[config.mk]
export PLATFORM = sky130hd
export DESIGN_NAME = axil_wb_xlat
export DESIGN_NICKNAME = d
export VERILOG_FILES = /design/src/rtl/axwx_pkg.sv /design/src/rtl/axwx_hold.sv /design/src/rtl/axwx_seq.sv /design/src/rtl/axwx_rcap.sv /design/src/rtl/axil_wb_xlat.sv
export SDC_FILE = /design/constraint.sdc
export NUM_CORES = 1
export LEC_CHECK = 0
export ABC_AREA = 1
export BUFFER_PORTS_ARGS = -buffer_cell sky130_fd_sc_hd__buf_2
export CORE_UTILIZATION = 51
export DETAILED_ROUTE_END_ITERATION = 6
export PLACE_DENSITY = 0.87
export REMOVE_ABC_BUFFERS = 1
export SKIP_LAST_GASP = 1
export SYNTH_ARGS = -nofsm -noshare
export SYNTH_HDL_FRONTEND = slang
export SYNTH_HIERARCHICAL = 1
export SYNTH_SLANG_ARGS = --single-unit
[constraint.sdc]
create_clock -name clk -period 3.35 [get_ports clk]
set_input_delay 0.5025 -clock clk [delete_from_list [all_inputs] [get_ports clk]]
set_output_delay 0.5025 -clock clk [all_outputs]
set_load 0.01 [all_outputs]
[src/rtl/axwx_pkg.sv]
package axwx_pkg;

    typedef enum logic [2:0] {
        ST_IDLE = 3'd0,
        ST_WBUS = 3'd1,
        ST_RBUS = 3'd2,
        ST_BRSP = 3'd3,
        ST_RRSP = 3'd4
    } axwx_state_e;

    localparam logic [1:0] RESP_OKAY = 2'b00;

endpackage

[src/rtl/axwx_hold.sv]
// Capture slot for one request channel: accepts a beat while enabled and
// empty, keeps it until the sequencer consumes it.
module axwx_hold #(
    parameter int W = 8
) (
    input  logic         clk,
    input  logic         rst,
    input  logic         en,
    input  logic         valid,
    input  logic         clear,
    input  logic [W-1:0] din,
    output logic         ready,
    output logic         have,
    output logic [W-1:0] dout
);

    typedef struct packed {
        logic         full;
        logic [W-1:0] data;
    } hold_t;

    hold_t cur_q, nxt_d;

    always_comb begin
        nxt_d = cur_q;
        ready = en && !cur_q.full;
        if (clear) begin
            nxt_d.full = 1'b0;
        end
        if (valid && ready) begin
            nxt_d.full = 1'b1;
            nxt_d.data = din;
        end
    end

    always_ff @(posedge clk) begin
        if (rst) begin
            cur_q <= '0;
        end else begin
            cur_q <= nxt_d;
        end
    end

    assign have = cur_q.full;
    assign dout = cur_q.data;

endmodule

[src/rtl/axwx_seq.sv]
// Transaction sequencer: picks the next operation, runs one bus beat and
// holds the response until it is taken.
module axwx_seq
    import axwx_pkg::*;
(
    input  logic clk,
    input  logic rst,
    input  logic wr_full,
    input  logic rd_full,
    input  logic ack,
    input  logic bready,
    input  logic rready,
    output logic idle,
    output logic issue_wr,
    output logic issue_rd,
    output logic load_rd,
    output logic bus_wr,
    output logic bus_rd,
    output logic bvalid,
    output logic rvalid
);

    typedef struct packed {
        axwx_state_e st;
    } seq_t;

    seq_t cur_q, nxt_d;

    always_comb begin
        nxt_d    = cur_q;
        issue_wr = 1'b0;
        issue_rd = 1'b0;
        load_rd  = 1'b0;
        case (cur_q.st)
            ST_IDLE: begin
                // a finished write outranks a waiting read
                if (wr_full) begin
                    issue_wr = 1'b1;
                    nxt_d.st = ST_WBUS;
                end else if (rd_full) begin
                    issue_rd = 1'b1;
                    nxt_d.st = ST_RBUS;
                end
            end
            ST_WBUS: if (ack) nxt_d.st = ST_BRSP;
            ST_RBUS: begin
                if (ack) begin
                    load_rd  = 1'b1;
                    nxt_d.st = ST_RRSP;
                end
            end
            ST_BRSP: if (bready) nxt_d.st = ST_IDLE;
            ST_RRSP: if (rready) nxt_d.st = ST_IDLE;
            default: nxt_d.st = ST_IDLE;
        endcase
    end

    always_ff @(posedge clk) begin
        if (rst) begin
            cur_q.st <= ST_IDLE;
        end else begin
            cur_q <= nxt_d;
        end
    end

    assign idle   = (cur_q.st == ST_IDLE);
    assign bus_wr = (cur_q.st == ST_WBUS);
    assign bus_rd = (cur_q.st == ST_RBUS);
    assign bvalid = (cur_q.st == ST_BRSP);
    assign rvalid = (cur_q.st == ST_RRSP);

endmodule

[src/rtl/axwx_rcap.sv]
// Read-data register: samples the bus data on the acknowledging edge.
module axwx_rcap #(
    parameter int W = 32
) (
    input  logic         clk,
    input  logic         rst,
    input  logic         load,
    input  logic [W-1:0] din,
    output logic [W-1:0] dout
);

    typedef struct packed {
        logic [W-1:0] data;
    } rcap_t;

    rcap_t cur_q, nxt_d;

    always_comb begin
        nxt_d = cur_q;
        if (load) begin
            nxt_d.data = din;
        end
    end

    always_ff @(posedge clk) begin
        if (rst) begin
            cur_q <= '0;
        end else begin
            cur_q <= nxt_d;
        end
    end

    assign dout = cur_q.data;

endmodule

[src/rtl/axil_wb_xlat.sv]
module axil_wb_xlat
    import axwx_pkg::*;
#(
    parameter int ADDR_W = 16,
    parameter int DATA_W = 32
) (
    input  logic              clk,
    input  logic              rst,
    input  logic              s_awvalid,
    output logic              s_awready,
    input  logic [ADDR_W-1:0] s_awaddr,
    input  logic [2:0]        s_awprot,
    input  logic              s_wvalid,
    output logic              s_wready,
    input  logic [DATA_W-1:0] s_wdata,
    input  logic [DATA_W/8-1:0] s_wstrb,
    output logic              s_bvalid,
    input  logic              s_bready,
    output logic [1:0]        s_bresp,
    input  logic              s_arvalid,
    output logic              s_arready,
    input  logic [ADDR_W-1:0] s_araddr,
    input  logic [2:0]        s_arprot,
    output logic              s_rvalid,
    input  logic              s_rready,
    output logic [DATA_W-1:0] s_rdata,
    output logic [1:0]        s_rresp,
    output logic [ADDR_W-1:0] m_adr,
    output logic [DATA_W-1:0] m_dat_o,
    input  logic [DATA_W-1:0] m_dat_i,
    output logic              m_we,
    output logic              m_sel,
    output logic              m_stb,
    output logic              m_cyc,
    input  logic              m_ack
);

    localparam int STRB_W = DATA_W / 8;

    logic              idle;
    logic              issue_wr, issue_rd, load_rd;
    logic              bus_wr, bus_rd;
    logic              aw_have, w_have, ar_have;
    logic [ADDR_W-1:0] aw_addr, ar_addr;
    logic [DATA_W-1:0] w_data;

    // strobes and protection are accepted but carry no meaning here
    logic [STRB_W+5:0] unused_side;
    assign unused_side = {s_wstrb, s_awprot, s_arprot};

    axwx_hold #(.W(ADDR_W)) u_aw_hold (
        .clk(clk), .rst(rst), .en(idle), .valid(s_awvalid), .clear(issue_wr),
        .din(s_awaddr), .ready(s_awready), .have(aw_have), .dout(aw_addr)
    );

    axwx_hold #(.W(DATA_W)) u_w_hold (
        .clk(clk), .rst(rst), .en(idle), .valid(s_wvalid), .clear(issue_wr),
        .din(s_wdata), .ready(s_wready), .have(w_have), .dout(w_data)
    );

    axwx_hold #(.W(ADDR_W)) u_ar_hold (
        .clk(clk), .rst(rst), .en(idle), .valid(s_arvalid), .clear(issue_rd),
        .din(s_araddr), .ready(s_arready), .have(ar_have), .dout(ar_addr)
    );

    axwx_seq u_seq (
        .clk(clk), .rst(rst),
        .wr_full(aw_have && w_have), .rd_full(ar_have),
        .ack(m_ack), .bready(s_bready), .rready(s_rready),
        .idle(idle), .issue_wr(issue_wr), .issue_rd(issue_rd), .load_rd(load_rd),
        .bus_wr(bus_wr), .bus_rd(bus_rd), .bvalid(s_bvalid), .rvalid(s_rvalid)
    );

    axwx_rcap #(.W(DATA_W)) u_rcap (
        .clk(clk), .rst(rst), .load(load_rd), .din(m_dat_i), .dout(s_rdata)
    );

    assign m_cyc   = bus_wr || bus_rd;
    assign m_stb   = m_cyc;
    assign m_sel   = m_cyc;
    assign m_we    = bus_wr;
    assign m_adr   = bus_wr ? aw_addr : ar_addr;
    assign m_dat_o = w_data;
    assign s_bresp = RESP_OKAY;
    assign s_rresp = RESP_OKAY;

endmodule

---- Word-level counts from Yosys, hierarchy flattened ----
Cells that the tools add are included.
storage, ports and cells
  register bits after elaboration ......... 102
  input bits .............................. 114
  output and inout bits ................... 93
  word-level logic and storage cells ...... 53
cells by class
  equal/unequal tests ..................... 9
  muxes and demuxes ....................... 20
  reductions and logical operators ........ 16
operator list
  kind                  number
  $mux W17              2
  $mux W33              1
  $mux W3               6
  $mux W16              1
  $pmux W3 S5           1
  $mux W1               9
  $logic_and A1 B1 Y1   7
  $eq A3 B2 Y1 const B  2
  $reduce_bool A2 Y1    3
  $reduce_and A5 Y1     1
  $ne A2 B1 Y1 const B  2
  $ne A2 B2 Y1 const B  2
  $eq A3 B1 Y1 const B  1
  $eq A3 B3 Y1 const B  1
  $logic_not A1 Y1      3
  $logic_not A3 Y1      1
  $ne A3 B2 Y1 const B  1
  $logic_or A1 B1 Y1    1

---- Longest topological paths before layout ----
Gate-level depths: netlist of run 1.
  depth in word-level cells ............... 5
  gate-level depth with buffers ........... 9
  depth with buffers taken out ............ 9

---- Modules after synthesis ----
Netlist of run 1, hierarchy kept.
by module, submodules not included
  module                     instances  cells an instance  area an instance (µm²)  seq. area each (µm²)
  axwx_hold (u_ar_hold ...)  2          108                719.4                   340.3
  axwx_hold (u_w_hold)       1          210                1376.3                  660.6
  axwx_rcap                  1          203                1338.8                  640.6
  axil_wb_xlat               1          62                 306.5                   0.0
  axwx_seq                   1          48                 252.7                   60.1

---- Worst setup path after synthesis of run 1 ----
Ideal clock, no wire load.
  path type ............................... flip-flop to output port
  from .................................... reg u_seq/cur_q[2] (netlist bit)
  to ...................................... out m_sel
  arrival ................................. 1198 ps
  data required time ...................... 2847 ps
  slack ................................... 1649 ps
  cell stages (with the launch flop) ...... 7
  cell sequence ........................... dfxtp_1 inv_2 nand3_1 inv_1 buf_6 or2_1 buf_4
between the ends
  longest elaborated chain between the ends .. 2
  elaborated cells between the ends (all ways) .. 3
RTL lines
  element                 line                text
  start, declared         axwx_seq.sv:27      seq_t cur_q, nxt_d;
  start signal, assigned  axwx_seq.sv:62      cur_q <= nxt_d;
  $eq A3 B1 Y1            axwx_seq.sv:67      assign bus_wr = (cur_q.st == ST_WBUS);
  via m_we                axil_wb_xlat.sv:31  output logic m_we,
  $logic_or A1 B1 Y1      axil_wb_xlat.sv:78  assign m_cyc = bus_wr || bus_rd;
  end, declared           axil_wb_xlat.sv:32  output logic m_sel,
The timed path passes the listed nets, and every way through them passes these cells.

---- Worst setup path in the final report of run 1 ----
  from .................................... reg u_seq/cur_q[0] (netlist bit)
  to ...................................... out m_adr[0]
between the ends
  longest elaborated chain between the ends .. 2
RTL lines
  element        line                text
  $eq A3 B1 Y1   axwx_seq.sv:67
  $mux W16       axil_wb_xlat.sv:82  assign m_adr = bus_wr ? aw_addr : ar_addr;
  end, declared  axil_wb_xlat.sv:28  output logic [ADDR_W-1:0] m_adr,
Every way passes these cells.

==> results.sh, run 1 <==
export IMPL_outcome="finished with violations"
export IMPL_violations="design-rule violations"
export IMPL_die_width_um=98.1
export IMPL_vias_per_cell=4.36
export IMPL_setup_viol=0
export IMPL_cts_setup_buffers=0
export IMPL_fin_util_pct=64.7
export IMPL_min_period_ps=2500
export IMPL_cp_data_arrival_time_ps=2000
export IMPL_drive_above_1_share_pct=25.4
export IMPL_ys_seq_area_share_pct=43.3
export IMPL_cts_hold_buffers=0
export IMPL_finClkSkew_ps=10.1
export IMPL_cap_violations=0
export IMPL_rows=34
export IMPL_clock_sinks=102
export IMPL_synth_area_um2=4710
export IMPL_dp_cells=1008
export IMPL_dp_hpwl_um=7640
export IMPL_worst_slew_pin_slew_ps=967
export IMPL_syn_instance_count=739
export IMPL_crit_fanout=21
export IMPL_cp_required_ps=2850
export IMPL_cts_max_path_buffers=2
export IMPL_yosys_warnings=6
export IMPL_yosys_cell_types_count=22
export IMPL_drcViolationCount=18
export IMPL_cts_reportedPaths_clkPinSlew_ps=100
export IMPL_ir_drop_uv=330
export IMPL_cts_max_level=3
export IMPL_cts_buffers=9
export IMPL_grt_max_degree=66
export IMPL_io_pins=207
export IMPL_rsz0062_at_grt="no"
export IMPL_fin_crit_sh_pct=74.7
export IMPL_p_leak_nw=3.47
export IMPL_start_util_pct=53.3
export IMPL_fin_setup_tns_ps=0
export IMPL_fmax_mhz=399
export IMPL_overflow=0
export IMPL_endpoint_kind="primary output"
export IMPL_drt_wl_total_um=10600
export IMPL_vias=4472
export IMPL_cts_tree="done"
export IMPL_synth_seq_cells=102
export IMPL_dp_slack_ps=1180
export IMPL_dieArea_um2=9630
export IMPL_crit_type="reg -> out"
export IMPL_port_buffers=192
export IMPL_hold_viol_final=0
export IMPL_place_gp_congestion=0.773
export IMPL_slew_headroom_pct=35.5
export IMPL_antenna_found_initial=1
export IMPL_area_delta_synth_final_pct=21.5
export IMPL_num_nets_final=1025
export IMPL_cts_root_buf="clkbuf_8"
export IMPL_start_kind="flop"
export IMPL_grt_pass1_wl_um=17600
export IMPL_cts_resized=0
export IMPL_wl_per_cell_um=10.4
export IMPL_drtAntennaViolNets=0
export IMPL_avgSynthCellArea_um2=6.38
export IMPL_insertion_delay_ps=360
export IMPL_hp_class="in -> reg"
export IMPL_slew_viol_final=0
export IMPL_final_cells=1025
export IMPL_die_y_um=98.1
export IMPL_grt_usage_pct=22.5
export IMPL_power_density_nw_per_um2=768
export IMPL_grt_pass1_vias=4014
export IMPL_first_pass_iters=7
export IMPL_whs_ps=362
export IMPL_drt_iter0_markers=167
export IMPL_fin_ws_ps=847
export IMPL_core_area_um2=8850
cells by family after synthesis:
| group | count (synthesis) | share of synthesized area, % |
|---|---|---|
| AND/OR/NAND/NOR | 472 | 39.2 |
| buffers and inverters | 159 | 16.8 |
| flip-flops | 102 | 43.3 |
| AO/OA/AOI/OAI | 5 | 0.531 |
| other | 1 | 0.0796 |
per-stage QoR:
step                instance area, µm²  total power [mW]
global placement                  5520              3.59
global route                      5720              4.78
floorplan                         4390              2.99
detailed placement                5520              3.63
finish                            5730              4.40
CTS                               5720              4.43
worst max-delay path, cell delays in order, from the launching register on:
cell,delay [ps]
dfxtp_1,430
nand3_1,120
inv_1,600
inv_6,180
nand2_1,130
nand2_1,50
buf_2,130
layout by cell type, fill, tap and decap left out:
cell type	synthesis	final
nand2_1	244	244
nor2_1	204	203
buf_2	8	192
inv_1	116	116
dfxtp_1	102	102
clkbuf_8	0	9
nand2_2	6	6
inv_2	5	5
a21oi_1	5	5
nand3_1	5	5
inv_6	1	4
conb_1	1	4
clkinvlp_4	0	3
buf_4	10	3
or2_2	3	3
nor2_2	3	3
nand3_4	2	2
nor3_1	2	2
diode_2	0	1
or2_1	1	1
bufinv_16	0	1
nor2_4	0	1
nand4_1	1	1
nand3_2	1	1
path summary, 6_finish.rpt:
| kind | startpoint | endpoint | slack, ps | cells after the start |
|---|---|---|---|---|
| max reg2reg | u_seq/cur_q[0] | u_w_hold/dout[16] | 1170 | 7 |
| min reg2reg | u_rcap/dout[15] | u_rcap/dout[15] | 470 | 2 |
| max | u_seq/cur_q[0] | m_adr[0] | 850 | 6 |
| min | s_awaddr[4] | u_aw_hold/dout[4] | 360 | 3 |
power by group:
group / leakage, nW / switching (mW) / internal, mW / total (mW)
clock: 0.0929 / 0.439 / 0.353 / 0.792
combinational: 2.54 / 1.20 / 0.694 / 1.90
sequential: 0.839 / 0.165 / 1.54 / 1.71
synthesized netlist by cell type:
master	count	share of area, %
conb_1	1	0.080
nor2_2	3	0.40
nand2_1	244	19
or2_1	1	0.13
inv_1	116	9.2
nand2_2	6	0.80
clkbuf_1	1	0.080
dfxtp_1	102	43
inv_6	1	0.19
nand3_2	1	0.21
buf_6	17	4.1
a21oi_1	5	0.53
buf_2	8	0.85
buf_4	10	1.6
nand3_4	2	0.74
inv_2	5	0.40
buf_12	1	0.42
nor3_1	2	0.21
nand3_1	5	0.53
nor2_1	204	16
or2_2	3	0.40
nand4_1	1	0.13
cell type report:
| cell class | instances | area (µm²) |
|---|---|---|
| tap | 108 | 135 |
| clock buffer | 9 | 124 |
| fill | 868 | 3120 |
| inverter | 122 | 463 |
| sequential | 102 | 2040 |
| clock inverter | 7 | 78.8 |
| antenna | 1 | 2.50 |
| multi-input combinational | 481 | 1900 |
| timing repair buffer | 195 | 983 |
flip-flops by register name (all words and copies together) (netlist names):
register,count
u_aw_hold/dout,16
u_aw_hold/have,1
u_ar_hold/dout,16
u_seq/cur_q,3
u_w_hold/dout,32
u_w_hold/have,1
u_ar_hold/have,1
u_rcap/dout,32
layer usage:
layer  GRT usage, %  part of all wire (%)  up-vias
met1           25.6                    42     1895
li1               -                     -     2427
met4           5.97                  0.97        0
met5              0                     0        -
met3           8.52                   9.3        8
met2           39.7                    47      142
Power figures use the tool's default switching activity.
==> run 2, diff against run 1 <==
ABC_AREA = 0   (was 1)
CORE_UTILIZATION = 48   (was 51)
PLACE_DENSITY = 0.83   (was 0.87)
clock period = 2.5 ns   (was 3.35 ns; I/O delays follow)
==> run 2 against run 1 <==
Power is 5.1% higher. Critical path depth decreased by 2. Cell count is 25% lower. Sequential power grew 20%. Core utilization fell by 4.1 points. Design area rose by 2.6%. The run now ends clean. Largest power group is now sequential cells. Sequential share of layout area shrank 0.90 points. Clock-buffer cell count did not move.
==> results.sh, run 2 <==
export IMPL_die_width_um=102
export IMPL_final_cells=764
export IMPL_start_util_pct=49.3
export IMPL_num_nets_final=740
export IMPL_reg2reg_slack_ps=480
export IMPL_core_area_um2=9680
export IMPL_synth_common_cells="nand2b_1, dfxtp_1, mux2i_1"
export IMPL_cts_root_buf="clkbuf_8"
export IMPL_yosys_cell_types_count=27
export IMPL_yosys_top_cells_area="dfxtp_1, mux2i_1, nand2b_1"
export IMPL_antenna_cells=0
export IMPL_first_pass_iters=4
export IMPL_dieArea_um2=10400
export IMPL_dp_cells=748
export IMPL_crit_path_max_incr_delay_ps=540
export IMPL_outcome="finished clean"
export IMPL_fin_crit_sh_pct=94.5
export IMPL_fmax_mhz=423
export IMPL_p_total_mw=4.62
export IMPL_vias_per_cell=4.73
export IMPL_cap_violations=0
export IMPL_crit_fanout=18
export IMPL_synthMuxAreaShare_pct=24.8
export IMPL_cts_max_path_buffers=2
export IMPL_cts_max_level=3
export IMPL_synth_edf_count=0
export IMPL_antenna_found_initial=0
export IMPL_rsz0062_at_grt="no"
export IMPL_cts_buffers=9
export IMPL_grt_pass1_vias=3488
export IMPL_cts_tree="done"
export IMPL_vias=3614
export IMPL_finClkSkew_ps=14.1
export IMPL_drtAntennaViolNets=0
export IMPL_r2r_start="u_seq/cur_q[1]"
export IMPL_r2r_end="u_w_hold/dout[24]"
export IMPL_wl_per_cell_um=12.9
export IMPL_io_pins=207
export IMPL_crit_slowest_cell="dfxtp_1"
export IMPL_endpoint_kind="primary output"
export IMPL_dp_hpwl_um=7240
export IMPL_synth_most_common_cell="nand2b_1"
export IMPL_crit_family="flip-flops"
export IMPL_synth_xor_area_share_pct=0
export IMPL_synth_compound_area_share_pct=1.42
export IMPL_hold_start="m_dat_i[14]"
export IMPL_min_period_ps=2360
export IMPL_cp_data_arrival_time_ps=1990
export IMPL_drt_iter0_markers=61
export IMPL_async_reset_ff_share_pct=0
export IMPL_hp_class="in -> reg"
export IMPL_yosysTopAreaCellShare_pct=42.8
export IMPL_start_kind="flop"
export IMPL_die_y_um=102
export IMPL_path_buf_inv=2
export IMPL_avgSynthCellArea_um2=10.6
export IMPL_synthAdderAreaFrac_pct=0
export IMPL_setup_viol=0
export IMPL_power_density_nw_per_um2=787
export IMPL_fin_area_um2=5870
export IMPL_synth_top_family_by_area="multiplexers"
export IMPL_port_buffers=192
export IMPL_cp_required_ps=2120
export IMPL_worst_slew_pin_slew_ps=557
export IMPL_grt_usage_pct=18.6
export IMPL_ir_drop_uv=360
export IMPL_synth_area_um2=4770
export IMPL_p_leak_nw=2.71
export IMPL_fin_util_pct=60.6
export IMPL_cts_reportedPaths_clkPinSlew_ps=110
export IMPL_crit_cells=4
export IMPL_grt_max_degree=92
export IMPL_drt_wl_total_um=9870
export IMPL_synth_flop_cell="dfxtp_1"
export IMPL_ys_seq_area_share_pct=42.8
export IMPL_clock_sinks=102
export IMPL_min_to="u_rcap/dout[14]"
export IMPL_final_common_cell="buf_2"
export IMPL_grt_pass1_wl_um=15100
export IMPL_rows=36
export IMPL_n_fill_cell=819
export IMPL_hold_depth=3
export IMPL_path_cells="nor3b_2, buf_6, mux2_2, buf_2"
export IMPL_synth_top_area_cell="dfxtp_1"
export IMPL_slew_viol_final=0
export IMPL_slew_headroom_pct=62.6
export IMPL_hold_viol_final=0
export IMPL_cts_setup_buffers=0
export IMPL_overflow=0
export IMPL_rr_worst_depth=4
export IMPL_post_dp_cell_area_um2=5660
export IMPL_drive_above_1_share_pct=38.0
export IMPL_synthSimpleGateAreaFrac_pct=23.3
export IMPL_synth_seq_cells=102
export IMPL_drcViolationCount=0
export IMPL_syn_instance_count=451
export IMPL_place_gp_congestion=0.783
export IMPL_insertion_delay_ps=370
export IMPL_crit_type="reg -> out"
export IMPL_yosys_warnings=6
export IMPL_area_delta_synth_final_pct=23.0
export IMPL_final_cell_mix="buf_2, nand2b_1, dfxtp_1"
run 2: metrics by stage:
stage / setup slack [ps] / TNS (ps) / hold slack [ps]
final: 137 / 0 / 235
after global routing: 45.3 / 0 / 222
after CTS: 50.9 / 0 / 218
after detailed placement: 470 / 0 / 461
after global placement: 536 / 0 / 455
after floorplan: -770 / -14560 / 445
run 2: logic make-up (layout without fill, tap and decap cells):
logic type             count (synthesis)  after routing
AO/OA/AOI/OAI                          8              8
buffers and inverters                 39            216
flip-flops                           102            102
multiplexers                         113            113
other                                  1              4
AND/OR/NAND/NOR                      188            188
run 2: final cells by class:
class | count | area [µm²] | area share (%)
clock buffer | 9 | 124 | 2.11
multi-input combinational | 313 | 2390 | 40.6
clock inverter | 7 | 88.8 | 1.51
timing repair buffer | 200 | 1060 | 18.1
tap | 133 | 166 | 2.83
sequential | 102 | 2040 | 34.8
run 2: worst min-delay path: stages:
cell and delay, ps:
buf_2 80, mux2i_1 50, nor2_1 70
run 2: power breakdown:
group	internal [mW]	leakage, nW	total, mW	switching [mW]
Clock	0.489	0.106	1.11	0.616
Sequential	1.90	0.834	2.06	0.159
Combinational	0.747	1.77	1.46	0.713
run 2: per-layer routing:
metal / wire length, µm / track usage, % / vias up
li1: - / - / 1813
met2: 5200 / 33.8 / 99
met3: 508 / 4.83 / 12
met4: 158 / 9.14 / 0
met5: 0 / 0 / -
met1: 4010 / 19.9 / 1690
run 2: how the worst max path moves through the flow:
stage,start,end,slack (ps)
2_1_floorplan,u_seq/cur_q[0],m_adr[0],-770
3_3_place_gp,u_seq/cur_q[0],m_adr[0],540
3_5_place_dp,u_seq/cur_q[0],m_adr[0],470
4_1_cts,u_seq/cur_q[0],m_adr[0],50
5_1_grt,u_seq/cur_q[0],m_adr[0],50
6_report,u_seq/cur_q[0],m_adr[0],140
run 2: repair_timing:
item / 4_1_cts / 5_1_grt
gates resized for setup: 0 / 1
hold buffers: 0 / 0
endpoints found under the setup margin: 0 / 7
endpoints found under the hold margin: 0 / 0
==> run 3, diff against run 2 <==
CORE_UTILIZATION = 43   (was 48)
CTS_CLUSTER_DIAMETER = 120   (was not set)
HOLD_SLACK_MARGIN = 0.15   (was not set)
PLACE_DENSITY = 0.78   (was 0.83)
clock period = 2.05 ns   (was 2.5 ns; I/O delays follow)
==> run 3 against run 2 <==
Global-route usage is 1.0 points lower. Highest routed layer is now met5. Critical path depth stayed put. Via count decreased by 1.4%. Register-to-register slack worse by 230 ps. Combinational power increased by 27%. Sequential power grew 21%. Sequential cell count is the same. Core utilization decreased by 5.8 points. First-iteration DRC count up 130%. Critical endpoint is now m_adr[12]. Cell count is 1.4% higher. Setup slack got worse by 76 ps.
==> results.sh, run 3 (synthesis gave the netlist of run 2 again) <==
export IMPL_cts_buffers=9
export IMPL_rsz0062_at_grt="yes"
export IMPL_dieArea_um2=11500
export IMPL_ir_drop_uv=435
export IMPL_start_kind="flop"
export IMPL_overflow=0
export IMPL_min_period_ps=1990
export IMPL_hold_viol_final=0
export IMPL_clock_sinks=102
export IMPL_fin_ws_ps=60.1
export IMPL_drcViolationCount=0
export IMPL_cts_max_path_buffers=2
export IMPL_die_width_um=107
export IMPL_dp_cells=755
export IMPL_drtAntennaViolNets=0
export IMPL_rows=38
export IMPL_place_gp_congestion=0.727
export IMPL_grt_pass1_vias=3582
export IMPL_cts_max_level=3
export IMPL_setup_viol=0
export IMPL_combPwrFrac_pct=33.3
export IMPL_cts_root_buf="clkbuf_8"
export IMPL_first_pass_iters=4
export IMPL_crit_fanout=9
export IMPL_start_util_pct=44.0
export IMPL_p_leak_nw=2.73
export IMPL_antenna_found_initial=1
export IMPL_grt_pass1_wl_um=16100
export IMPL_switchingPower_mw=1.78
export IMPL_grt_max_degree=167
export IMPL_fmax_mhz=503
export IMPL_cts_tree="done"
export IMPL_slew_viol_final=0
export IMPL_die_y_um=107
export IMPL_port_buffers=192
export IMPL_vias=3563
export IMPL_cts_reportedPaths_clkPinSlew_ps=110
export IMPL_crit_type="reg -> out"
export IMPL_seq_power_share_pct=44.7
export IMPL_outcome="finished clean"
export IMPL_vias_per_cell=4.60
export IMPL_insertion_delay_ps=360
export IMPL_power_density_nw_per_um2=937
export IMPL_num_nets_final=744
export IMPL_dp_hpwl_um=6930
export IMPL_cap_violations=0
export IMPL_grt_usage_pct=17.6
export IMPL_io_pins=207
export IMPL_drt_iter0_markers=140
export IMPL_area_delta_synth_final_pct=24.6
export IMPL_clock_power_share_pct=22.0
export IMPL_wl_per_cell_um=13.0
export IMPL_cp_required_ps=1740
export IMPL_final_cell_mix="buf_2, nand2b_1, dfxtp_1"
export IMPL_dp_slack_ps=279
export IMPL_finClkSkew_ps=18.8
export IMPL_core_area_um2=10800
export IMPL_cp_data_arrival_time_ps=1680
export IMPL_final_common_cell="buf_2"
export IMPL_fin_crit_sh_pct=97.1
export IMPL_hp_class="in -> reg"
export IMPL_worst_slew_pin_slew_ps=519
export IMPL_slew_headroom_pct=65.4
export IMPL_drive_above_1_share_pct=38.7
export IMPL_endpoint_kind="primary output"
export IMPL_fin_area_um2=5950
export IMPL_p_sw_share_pct=32.0
export IMPL_p_int_mw=3.79
export IMPL_final_cells=775
export IMPL_antenna_cells=0
export IMPL_drt_wl_total_um=10100
export IMPL_post_dp_cell_area_um2=5690
## run 3: cell count changes in the layout (fill, tap and decap cells not counted), sizes merged
cell,delta
clkbuf,+2
dlygate4sd3,+1
bufbuf,+1
bufinv,-1
buf,+2
clkinv,+1
clkinvlp,+1
inv,-3
## run 3: through the flow
step | power (mW) | hold slack [ps] | utilization, % | setup TNS (ps)
after floorplan | 3.66 | 380 | - | -38020
after global placement | 4.31 | 455 | 52.5 | 0
after detailed placement | 4.37 | 458 | 52.5 | 0
after CTS | 5.66 | 155 | 55.0 | -6.40
after global routing | 5.92 | 153 | 54.9 | -79.6
final | 5.57 | 181 | 54.9 | 0
## run 3: power groups by stage
stage	clock network, mW	logic (mW)	registers (mW)
floorplan	0	1.05	2.61
CTS	1.28	1.88	2.50
global placement	0	1.78	2.52
detailed placement	0	1.83	2.54
finish	1.23	1.86	2.49
global route	1.37	2.02	2.54
## run 3: worst paths after layout
kind                          start                 end  slack, ps  cells after the start
setup / recovery     u_seq/cur_q[1]           m_adr[12]         60                      4
hold / removal           m_dat_i[4]      u_rcap/dout[4]        180                      3
setup reg to reg     u_seq/cur_q[1]  u_aw_hold/dout[14]        250                      6
hold reg to reg   u_w_hold/dout[13]   u_w_hold/dout[13]        480                      2
## run 3: area by class of cell
type | instances | area, µm²
Fill cell | 983 | 4890
Clock buffer | 11 | 151
Clock inverter | 5 | 41.3
Sequential cell | 102 | 2050
Tap cell | 140 | 175
Multi-Input combinational cell | 313 | 2390
Timing Repair Buffer | 204 | 1130
## run 3: critical path, stage by stage (launching register included)
cell	delay, ps
dfxtp_4	360
nor3b_4	230
bufbuf_16	320
mux2_4	300
buf_2	140
## run 3: timing repair
| action | CTS | global route |
|---|---|---|
| pin swaps | 1 | 1 |
| hold buffers | 1 | 0 |
| endpoints found under the hold margin | 1 | 0 |
| cloned | 1 | 0 |
| resized for setup | 6 | 1 |
| endpoints found under the setup margin | 14 | 8 |
| buffers inserted | 3 | 0 |
## run 3: layer usage
metal	up-vias	global-route usage (%)	part of all wire, %
met2	112	31.8	51
li1	1818	-	-
met5	-	0	0.13
met3	8	5.27	6.1
met1	1623	19.5	42
met4	2	5.68	0.81
